**config.mk**
```make
export PLATFORM = sky130hd
export DESIGN_NAME = evt_timer_top
export DESIGN_NICKNAME = d
export VERILOG_FILES = /design/src/rtl/evt_pkg.sv /design/src/rtl/evt_main_counter.sv /design/src/rtl/evt_comparator.sv /design/src/rtl/evt_timer_top.sv
export SDC_FILE = /design/constraint.sdc
export NUM_CORES = 1
export LEC_CHECK = 0
export BUFFER_PORTS_ARGS = -buffer_cell sky130_fd_sc_hd__buf_2
export CAP_MARGIN = 20
export CORE_MARGIN = 10
export CORE_UTILIZATION = 35
export DETAILED_ROUTE_END_ITERATION = 10
export MAX_ROUTING_LAYER = met4
export PLACE_DENSITY = 0.49
export SYNTH_ARGS = -nofsm -noshare
export SYNTH_HDL_FRONTEND = slang
export SYNTH_SLANG_ARGS = --single-unit
```
**constraint.sdc**
```tcl
create_clock -name clk -period 3.4 [get_ports clk]
set_clock_uncertainty 0.05 [all_clocks]
set_input_delay 0.17 -clock clk [delete_from_list [all_inputs] [get_ports clk]]
set_output_delay 0.17 -clock clk [all_outputs]
set_load 0.1 [all_outputs]
```
**src/rtl/evt_pkg.sv**
```systemverilog
`timescale 1ns/1ps
package evt_pkg;
  // global register byte addresses
  localparam logic [11:0] A_CAP  = 12'h000;
  localparam logic [11:0] A_PRD  = 12'h004;
  localparam logic [11:0] A_GCFG = 12'h010;
  localparam logic [11:0] A_STS  = 12'h020;
  localparam logic [11:0] A_CLO  = 12'h0F0;
  localparam logic [11:0] A_CHI  = 12'h0F4;

  // channel blocks start at 0x100, 32 bytes each: block index = addr[11:5]
  localparam int CH_BLK0 = 8;

  // word index inside a channel block (addr[4:2])
  localparam logic [2:0] W_CFG = 3'd0;
  localparam logic [2:0] W_RT  = 3'd1;
  localparam logic [2:0] W_VLO = 3'd2;
  localparam logic [2:0] W_VHI = 3'd3;

  // channel configuration bit positions
  localparam int B_LVL  = 1;
  localparam int B_IE   = 2;
  localparam int B_PER  = 3;
  localparam int B_PCAP = 4;
  localparam int B_W64  = 5;
  localparam int B_VSET = 6;
  localparam int B_F32  = 8;
  localparam int B_RT   = 9;
  localparam int RT_W   = 5;

  typedef struct packed {
    logic [RT_W-1:0] route;
    logic            f32;
    logic            vset;
    logic            per;
    logic            ie;
    logic            lvl;
  } tcfg_t;

  function automatic logic [11:0] ch_addr(input int ch, input logic [2:0] w);
    return 12'(256 + 32 * ch + 4 * int'(w));
  endfunction
endpackage

```
**src/rtl/evt_main_counter.sv**
```systemverilog
`timescale 1ns/1ps
module evt_main_counter #(
  parameter int CW = 64
) (
  input  logic          clk,
  input  logic          rst,
  input  logic          run,
  input  logic          ld_lo,
  input  logic          ld_hi,
  input  logic [31:0]   wdata,
  output logic [CW-1:0] cnt
);
  generate
    if (CW > 32) begin : g_wide
      always_ff @(posedge clk) begin
        if (rst) begin
          cnt <= '0;
        end else if (run) begin
          cnt <= cnt + 1'b1;
        end else begin
          if (ld_lo) cnt[31:0]    <= wdata;
          if (ld_hi) cnt[CW-1:32] <= wdata[CW-33:0];
        end
      end
    end else begin : g_narrow
      wire unused_hi = ld_hi;
      always_ff @(posedge clk) begin
        if (rst) begin
          cnt <= '0;
        end else if (run) begin
          cnt <= cnt + 1'b1;
        end else if (ld_lo) begin
          cnt <= wdata[CW-1:0];
        end
      end
    end
  endgenerate
endmodule

```
**src/rtl/evt_comparator.sv**
```systemverilog
`timescale 1ns/1ps
module evt_comparator
  import evt_pkg::*;
#(
  parameter bit CAN64  = 1'b1,
  parameter bit CANPER = 1'b1
) (
  input  logic        clk,
  input  logic        rst,
  input  logic        run,
  input  logic [63:0] cnt,
  input  logic        wr_cfg,
  input  logic        wr_lo,
  input  logic        wr_hi,
  input  logic [31:0] wdata,
  input  logic        sts_clr,
  output logic [31:0] cfg_rd,
  output logic [31:0] val_lo_rd,
  output logic [31:0] val_hi_rd,
  output logic        hit,
  output logic        sts,
  output logic        irq,
  output logic        vset_o,
  output logic        mode32_o,
  output logic [31:0] acc_hi_q
);
  tcfg_t       c;
  logic [63:0] acc;
  logic [63:0] prd;
  logic        mode32;
  logic        eq;
  logic        sts_d;
  logic        load_ok;

  assign mode32  = !CAN64 || c.f32;
  assign eq      = mode32 ? (acc[31:0] == cnt[31:0]) : (acc == cnt);
  assign hit     = run && eq;
  assign sts_d   = hit | (sts & ~sts_clr);
  assign load_ok = !c.per || c.vset;

  always_ff @(posedge clk) begin
    if (rst) begin
      c   <= '0;
      acc <= '0;
      prd <= '0;
      sts <= 1'b0;
      irq <= 1'b0;
    end else begin
      sts <= sts_d;
      irq <= c.lvl ? (c.ie & sts_d) : (c.ie & hit);
      if (wr_cfg) begin
        c.lvl   <= wdata[B_LVL];
        c.ie    <= wdata[B_IE];
        c.per   <= CANPER ? wdata[B_PER] : 1'b0;
        c.vset  <= wdata[B_VSET];
        c.f32   <= CAN64 ? wdata[B_F32] : 1'b0;
        c.route <= wdata[B_RT +: RT_W];
      end
      if (wr_lo) begin
        prd[31:0] <= wdata;
        if (load_ok) acc[31:0] <= wdata;
        c.vset <= 1'b0;
      end else if (wr_hi && !mode32) begin
        prd[63:32] <= wdata;
        if (load_ok) acc[63:32] <= wdata;
        c.vset <= 1'b0;
      end else if (hit && c.per) begin
        if (mode32) acc[31:0] <= acc[31:0] + prd[31:0];
        else        acc       <= acc + prd;
      end
    end
  end

  always_comb begin
    cfg_rd             = '0;
    cfg_rd[B_LVL]      = c.lvl;
    cfg_rd[B_IE]       = c.ie;
    cfg_rd[B_PER]      = c.per;
    cfg_rd[B_PCAP]     = CANPER;
    cfg_rd[B_W64]      = CAN64;
    cfg_rd[B_VSET]     = c.vset;
    cfg_rd[B_F32]      = c.f32;
    cfg_rd[B_RT +: RT_W] = c.route;
  end

  assign val_lo_rd = acc[31:0];
  assign val_hi_rd = mode32 ? 32'h0 : acc[63:32];
  assign vset_o    = c.vset;
  assign mode32_o  = mode32;
  assign acc_hi_q  = acc[63:32];
endmodule

```
**src/rtl/evt_timer_top.sv**
```systemverilog
`timescale 1ns/1ps
module evt_timer_top
  import evt_pkg::*;
#(
  parameter int          NUM_CMP   = 3,
  parameter int          CNT64     = 1,
  parameter logic [31:0] PERIOD_FS = 32'h0098_9680,
  parameter logic [31:0] CMP_W64   = 32'h0000_0001,
  parameter logic [31:0] CMP_PER   = 32'h0000_0003,
  parameter logic [31:0] ROUTE_MAP = 32'h00F0_0000
) (
  input  logic               clk,
  input  logic               rst,
  input  logic [11:0]        reg_addr,
  input  logic               reg_wr,
  input  logic [31:0]        reg_wdata,
  output logic [31:0]        reg_rdata,
  output logic [NUM_CMP-1:0] irq_out
);
  localparam int CW = (CNT64 != 0) ? 64 : 32;
  localparam logic [31:0] CAP_WORD = 32'h0000_8001
                                   | ((CNT64 != 0) ? 32'h0000_2000 : 32'h0)
                                   | (32'((NUM_CMP - 1) & 31) << 8);

  logic          run;
  logic          legacy;
  logic [CW-1:0] cnt;
  logic [63:0]   cnt64;
  logic          wr_sts;

  logic [NUM_CMP-1:0]    hit_v, sts_v, vset_v, mode32_v;
  logic [NUM_CMP*32-1:0] acchi_v;
  logic [31:0]           cfg_a [NUM_CMP];
  logic [31:0]           lo_a  [NUM_CMP];
  logic [31:0]           hi_a  [NUM_CMP];
  logic [31:0]           rd_d;

  always_ff @(posedge clk) begin
    if (rst) begin
      run    <= 1'b0;
      legacy <= 1'b0;
    end else if (reg_wr && reg_addr == A_GCFG) begin
      run    <= reg_wdata[0];
      legacy <= reg_wdata[1];
    end
  end

  evt_main_counter #(.CW(CW)) u_cnt (
    .clk   (clk),
    .rst   (rst),
    .run   (run),
    .ld_lo (reg_wr && reg_addr == A_CLO),
    .ld_hi (reg_wr && reg_addr == A_CHI),
    .wdata (reg_wdata),
    .cnt   (cnt)
  );

  assign cnt64  = 64'(cnt);
  assign wr_sts = reg_wr && reg_addr == A_STS;

  generate
    for (genvar i = 0; i < NUM_CMP; i++) begin : g_ch
      logic blk;
      assign blk = reg_addr[11:5] == 7'(CH_BLK0 + i);
      evt_comparator #(.CAN64(CMP_W64[i]), .CANPER(CMP_PER[i])) u_cmp (
        .clk       (clk),
        .rst       (rst),
        .run       (run),
        .cnt       (cnt64),
        .wr_cfg    (reg_wr && blk && reg_addr[4:2] == W_CFG),
        .wr_lo     (reg_wr && blk && reg_addr[4:2] == W_VLO),
        .wr_hi     (reg_wr && blk && reg_addr[4:2] == W_VHI),
        .wdata     (reg_wdata),
        .sts_clr   (wr_sts && reg_wdata[i]),
        .cfg_rd    (cfg_a[i]),
        .val_lo_rd (lo_a[i]),
        .val_hi_rd (hi_a[i]),
        .hit       (hit_v[i]),
        .sts       (sts_v[i]),
        .irq       (irq_out[i]),
        .vset_o    (vset_v[i]),
        .mode32_o  (mode32_v[i]),
        .acc_hi_q  (acchi_v[i*32 +: 32])
      );
    end
  endgenerate

  wire unused_obs = ^{hit_v, vset_v, mode32_v, acchi_v};

  always_comb begin
    rd_d = '0;
    case (reg_addr)
      A_CAP:   rd_d = CAP_WORD;
      A_PRD:   rd_d = PERIOD_FS;
      A_GCFG:  rd_d = {30'h0, legacy, run};
      A_STS:   rd_d = 32'(sts_v);
      A_CLO:   rd_d = cnt64[31:0];
      A_CHI:   rd_d = cnt64[63:32];
      default: rd_d = '0;
    endcase
    for (int i = 0; i < NUM_CMP; i++) begin
      if (reg_addr[11:5] == 7'(CH_BLK0 + i)) begin
        case (reg_addr[4:2])
          W_CFG:   rd_d = cfg_a[i];
          W_RT:    rd_d = ROUTE_MAP;
          W_VLO:   rd_d = lo_a[i];
          W_VHI:   rd_d = hi_a[i];
          default: rd_d = '0;
        endcase
      end
    end
  end

  always_ff @(posedge clk) begin
    if (rst) reg_rdata <= '0;
    else     reg_rdata <= rd_d;
  end
endmodule

```
==> Implementation_results.wiki <==
{| class="wikitable"
! Metric !! Value
|-
| Initial Util || 35.48%
|-
| Leakage || 0.01069 uW
|-
| Achievable frequency || between 300 and 400 MHz
|-
| Htree depth || 2
|-
| Final setup violating endpoints || 0
|-
| Number of hold violations in the final report || 0
|-
| WHS Path Cells || 3
|-
| Most used standard cell by instance count after synthesis || nand2_1
|-
| Share of synthesized area occupied by flip-flops and latches || a little under a third
|-
| Layout overhead on the synthesized area || 18.80%
|-
| Via Count || ~24000
|-
| Share of the clock period used by the worst path || between 90% and 100%
|-
| Routability Congestion || 0.9733
|-
| Core ar. || around 65000 sq um
|-
| Net Count, Synth || roughly 3200
|-
| Maximum buffer depth of the clock tree || 3
|-
| Clk_lat worst skew || approximately 0.62 ns
|-
| Maximum VDD drop || between 0.0002 and 0.0003 V
|-
| DP HPWL || 77860 um
|-
| Number of distinct library cells after synthesis || 86
|-
| Max-slew violation count || 0
|-
| Startpoint of the tightest hold check path || reg_wdata[21]
|-
| Buffers added on ports || a little over 80
|-
| Number of synthesized register bits || between 300 and 400
|-
| Post-synth top area share || between 30% and 40%
|-
| Post-route cell area || ~27000 sq um
|-
| Register clock-pin slew on the reported worst setup and hold paths || around 0.06 ns
|-
| Worst slack at placement || -0.06353 ns
|-
| Synth Instances || ~3000
|-
| Max-capacitance violation count || 0
|-
| Reg-to-reg critical path endpoint || g_ch[0].u_cmp.acc[57]
|-
| Initial antenna violation count || 4
|-
| Share of cells above drive strength 1 || between 10% and 20%
|-
| Io pins || 82
|-
| Wire length of the first global-routing pass || between 150000 and 200000 um
|-
| Top cells by area, synth || dfxtp_1 (31%), a21oi_1 (8.7%), nand2_1 (8.4%)
|-
| Instance area after placement || ~25000 sq um
|-
| Power density over the cells || approximately 360 nW/um^2
|-
| Post-layout net count || ~3300
|-
| Die outline height || 275.9 um
|-
| Share of flip-flops with an asynchronous set or reset || 0%
|-
| DRT Wirelength || approximately 100000 um
|-
| Number of vias per cell after detailed routing || between 5 and 6
|-
| Reg2Reg Launch Point || g_ch[0].u_cmp.prd[1]
|-
| Layout fillers || between 6000 and 7000
|-
| Final global-route overflow total || 0
|-
| Width of the die || roughly 280 um
|-
| Routed wire per std cell || ~26 um
|-
| Clock tree from TritonCTS || done
|-
| Initial drt markers || 2704
|-
| Post-Syn Area per Cell || roughly 7.5 sq um
|-
| Register-to-register setup slack || around 0.16 ns
|-
| Sink count of the clock tree || around 360
|-
| Synth Cell Area || roughly 23000 sq um
|-
| Root buffer cell || clkbuf_16
|-
| Least setup slack across all paths after layout || between 0.15 and 0.2 ns
|-
| Count of antenna-violating nets left after detailed routing || 0
|-
| Relative slew slack || between 20% and 30%
|-
| Arrival time reported for the critical path endpoint || 3.65 ns
|-
| R2r worst-path depth || 12
|-
| Setup repair after global routing missed its margin || yes
|-
| Number of detailed-routing iterations run before antenna repair || 6
|-
| Largest net degree at the start of global routing || 168
|-
| GRT Overall Usage || 27.28%
|-
| List of most frequent post-synthesis cells || nand2_1 (515), a21oi_1 (399), dfxtp_1 (355), nor2_1 (264), clkbuf_1 (195)
|-
| Least-Margin Pin Slew || 1.089 ns
|-
| Post-layout total power || around 9900 uW
|-
| Hold path endpoint || g_ch[2].u_cmp.acc[21]
|-
| DR DRC count || 0
|-
| Number of buffers added by the clock tree synthesis step || 46
|-
| Via count of the first global-routing pass || 23140
|-
| Most used flip-flop cell after synthesis || dfxtp_1
|-
| Area enclosed by the die boundary || roughly 76000 sq um
|-
| Largest area contributor in the netlist || dfxtp_1
|-
| Status || completed
|-
| Ys Warns || 0
|-
| Startpoint-to-endpoint class of the critical path || flip-flop to flip-flop
|-
| Required time at the worst-slack endpoint || between 3 and 4 ns
|-
| Minimum clock period || about 3.2 ns
|-
| Std-Cell Rows || 93
|-
| Highest fanout seen on the critical path || 3
|-
| Count of flip-flops with a built-in enable after synthesis || 0
|-
| Setup crit start kind || flip-flop
|-
| Critical path capture point type || flip-flop
|-
| Min-Delay Path Class || input port to flip-flop
|}
## worst max-delay path by stage
stage                               from               endpoint  slack, ns  depth (start not counted)
floorplan           g_ch[1].u_cmp.acc[0]  g_ch[1].u_cmp.acc[24]       0.31                         13
global placement    g_ch[1].u_cmp.prd[0]  g_ch[1].u_cmp.acc[24]       -0.1                         14
detailed placement  g_ch[1].u_cmp.prd[0]  g_ch[1].u_cmp.acc[24]      -0.06                         14
CTS                 g_ch[1].u_cmp.prd[0]  g_ch[1].u_cmp.acc[24]       0.06                         14
global route        g_ch[0].u_cmp.acc[0]  g_ch[0].u_cmp.acc[38]      -0.02                         14
finish              g_ch[0].u_cmp.prd[1]  g_ch[0].u_cmp.acc[57]       0.16                         12
## metrics by stage
step / cells / util [%] / hold WS [ns] / TNS (ns)
after global routing: 4071 / 42.15 / 0.04618 / -0.01622
final: 4072 / 42.15 / 0.02411 / 0
after global placement: 3957 / 39.02 / 0.3941 / -0.1294
after floorplan: 3043 / - / 0.2560 / 0
after detailed placement: 3957 / 39.02 / 0.3978 / -0.06353
after CTS: 4070 / 42.03 / 0.003932 / 0
## layout make-up
class | count | area, sq um | area share (%)
well taps | 855 | 1070 | 3.930
inverters | 35 | 131.4 | 0.4826
multi-input cells | 2411 | 14750 | 54.20
flip-flops and latches | 355 | 7111 | 26.12
diodes | 1 | 2.502 | 0.009192
clock buffers | 61 | 1287 | 4.729
repair buffers | 334 | 2532 | 9.303
clock inverters | 20 | 334.1 | 1.227
## worst max-delay path, stage by stage, from the launching register on
cell      delay (ns)
dfxtp_1         0.33
ha_1            0.32
a211oi_1        0.39
o211ai_1        0.23
a211oi_1        0.43
o41ai_2         0.15
a21oi_1         0.28
o21ai_2         0.15
buf_4           0.17
nor4_1          0.28
a31oi_1         0.07
o211ai_1        0.15
o22ai_1         0.12
## layout by cell type (no fill, tap or decap), types with 71 or more instances in the layout
master,instances
nand2_1,513
a21oi_1,395
dfxtp_1,352
nor2_1,264
buf_4,210
xnor2_1,134
o21ai_0,119
ha_1,95
xor2_1,90
buf_2,80
nand3_1,71
## power breakdown
part | switching [uW] | total [uW] | internal (uW)
logic | 291 | 367 | 76.0
registers | 2.17 | 4160 | 4160
clock network | 2070 | 5340 | 3270
total | 2360 | 9870 | 7510
## registers in the layout (all words and copies together) (netlist names)
signal,cells
g_ch.u_cmp.acc,128
g_ch.u_cmp.cfg_rd,23
g_ch.u_cmp.irq,3
g_ch.u_cmp.mode32_o,1
g_ch.u_cmp.prd,96
g_ch.u_cmp.sts,3
g_ch.u_cmp.vset_o,3
legacy,1
reg_rdata,32
run,1
u_cnt.cnt,64
## layer usage
| layer | GRT usage, % | wire length [um] | vias up |
|---|---|---|---|
| li1 | - | - | 11210 |
| met1 | 34.74 | 45140 | 11820 |
| met2 | 43.41 | 48420 | 953 |
| met3 | 3.020 | 6113 | 209 |
| met4 | 11.37 | 4493 | 0 |
| met5 | - | 0 | - |
## kinds of logic after synthesis
kind of cell / after synthesis / synth area share [%]
buffers and inverters: 277 / 5.149
xor gates and xnor gates: 224 / 8.562
AOI/OAI and AO/OA: 940 / 26.82
and+or+nand+nor: 1125 / 22.00
DFF: 355 / 31.01
muxes: 25 / 1.092
adders and majority gates: 97 / 5.362
## timing repair
| item | in CTS | in global routing |
|---|---|---|
| hold endpoints to repair | 137 | 0 |
| endpoints found under the setup margin | 1 | 27 |
| pin swaps | 0 | 3 |
| hold buffers | 32 | 0 |
| buffers inserted | 0 | 1 |
| resized for setup | 1 | 18 |
(Power assumes the default switching activity.)
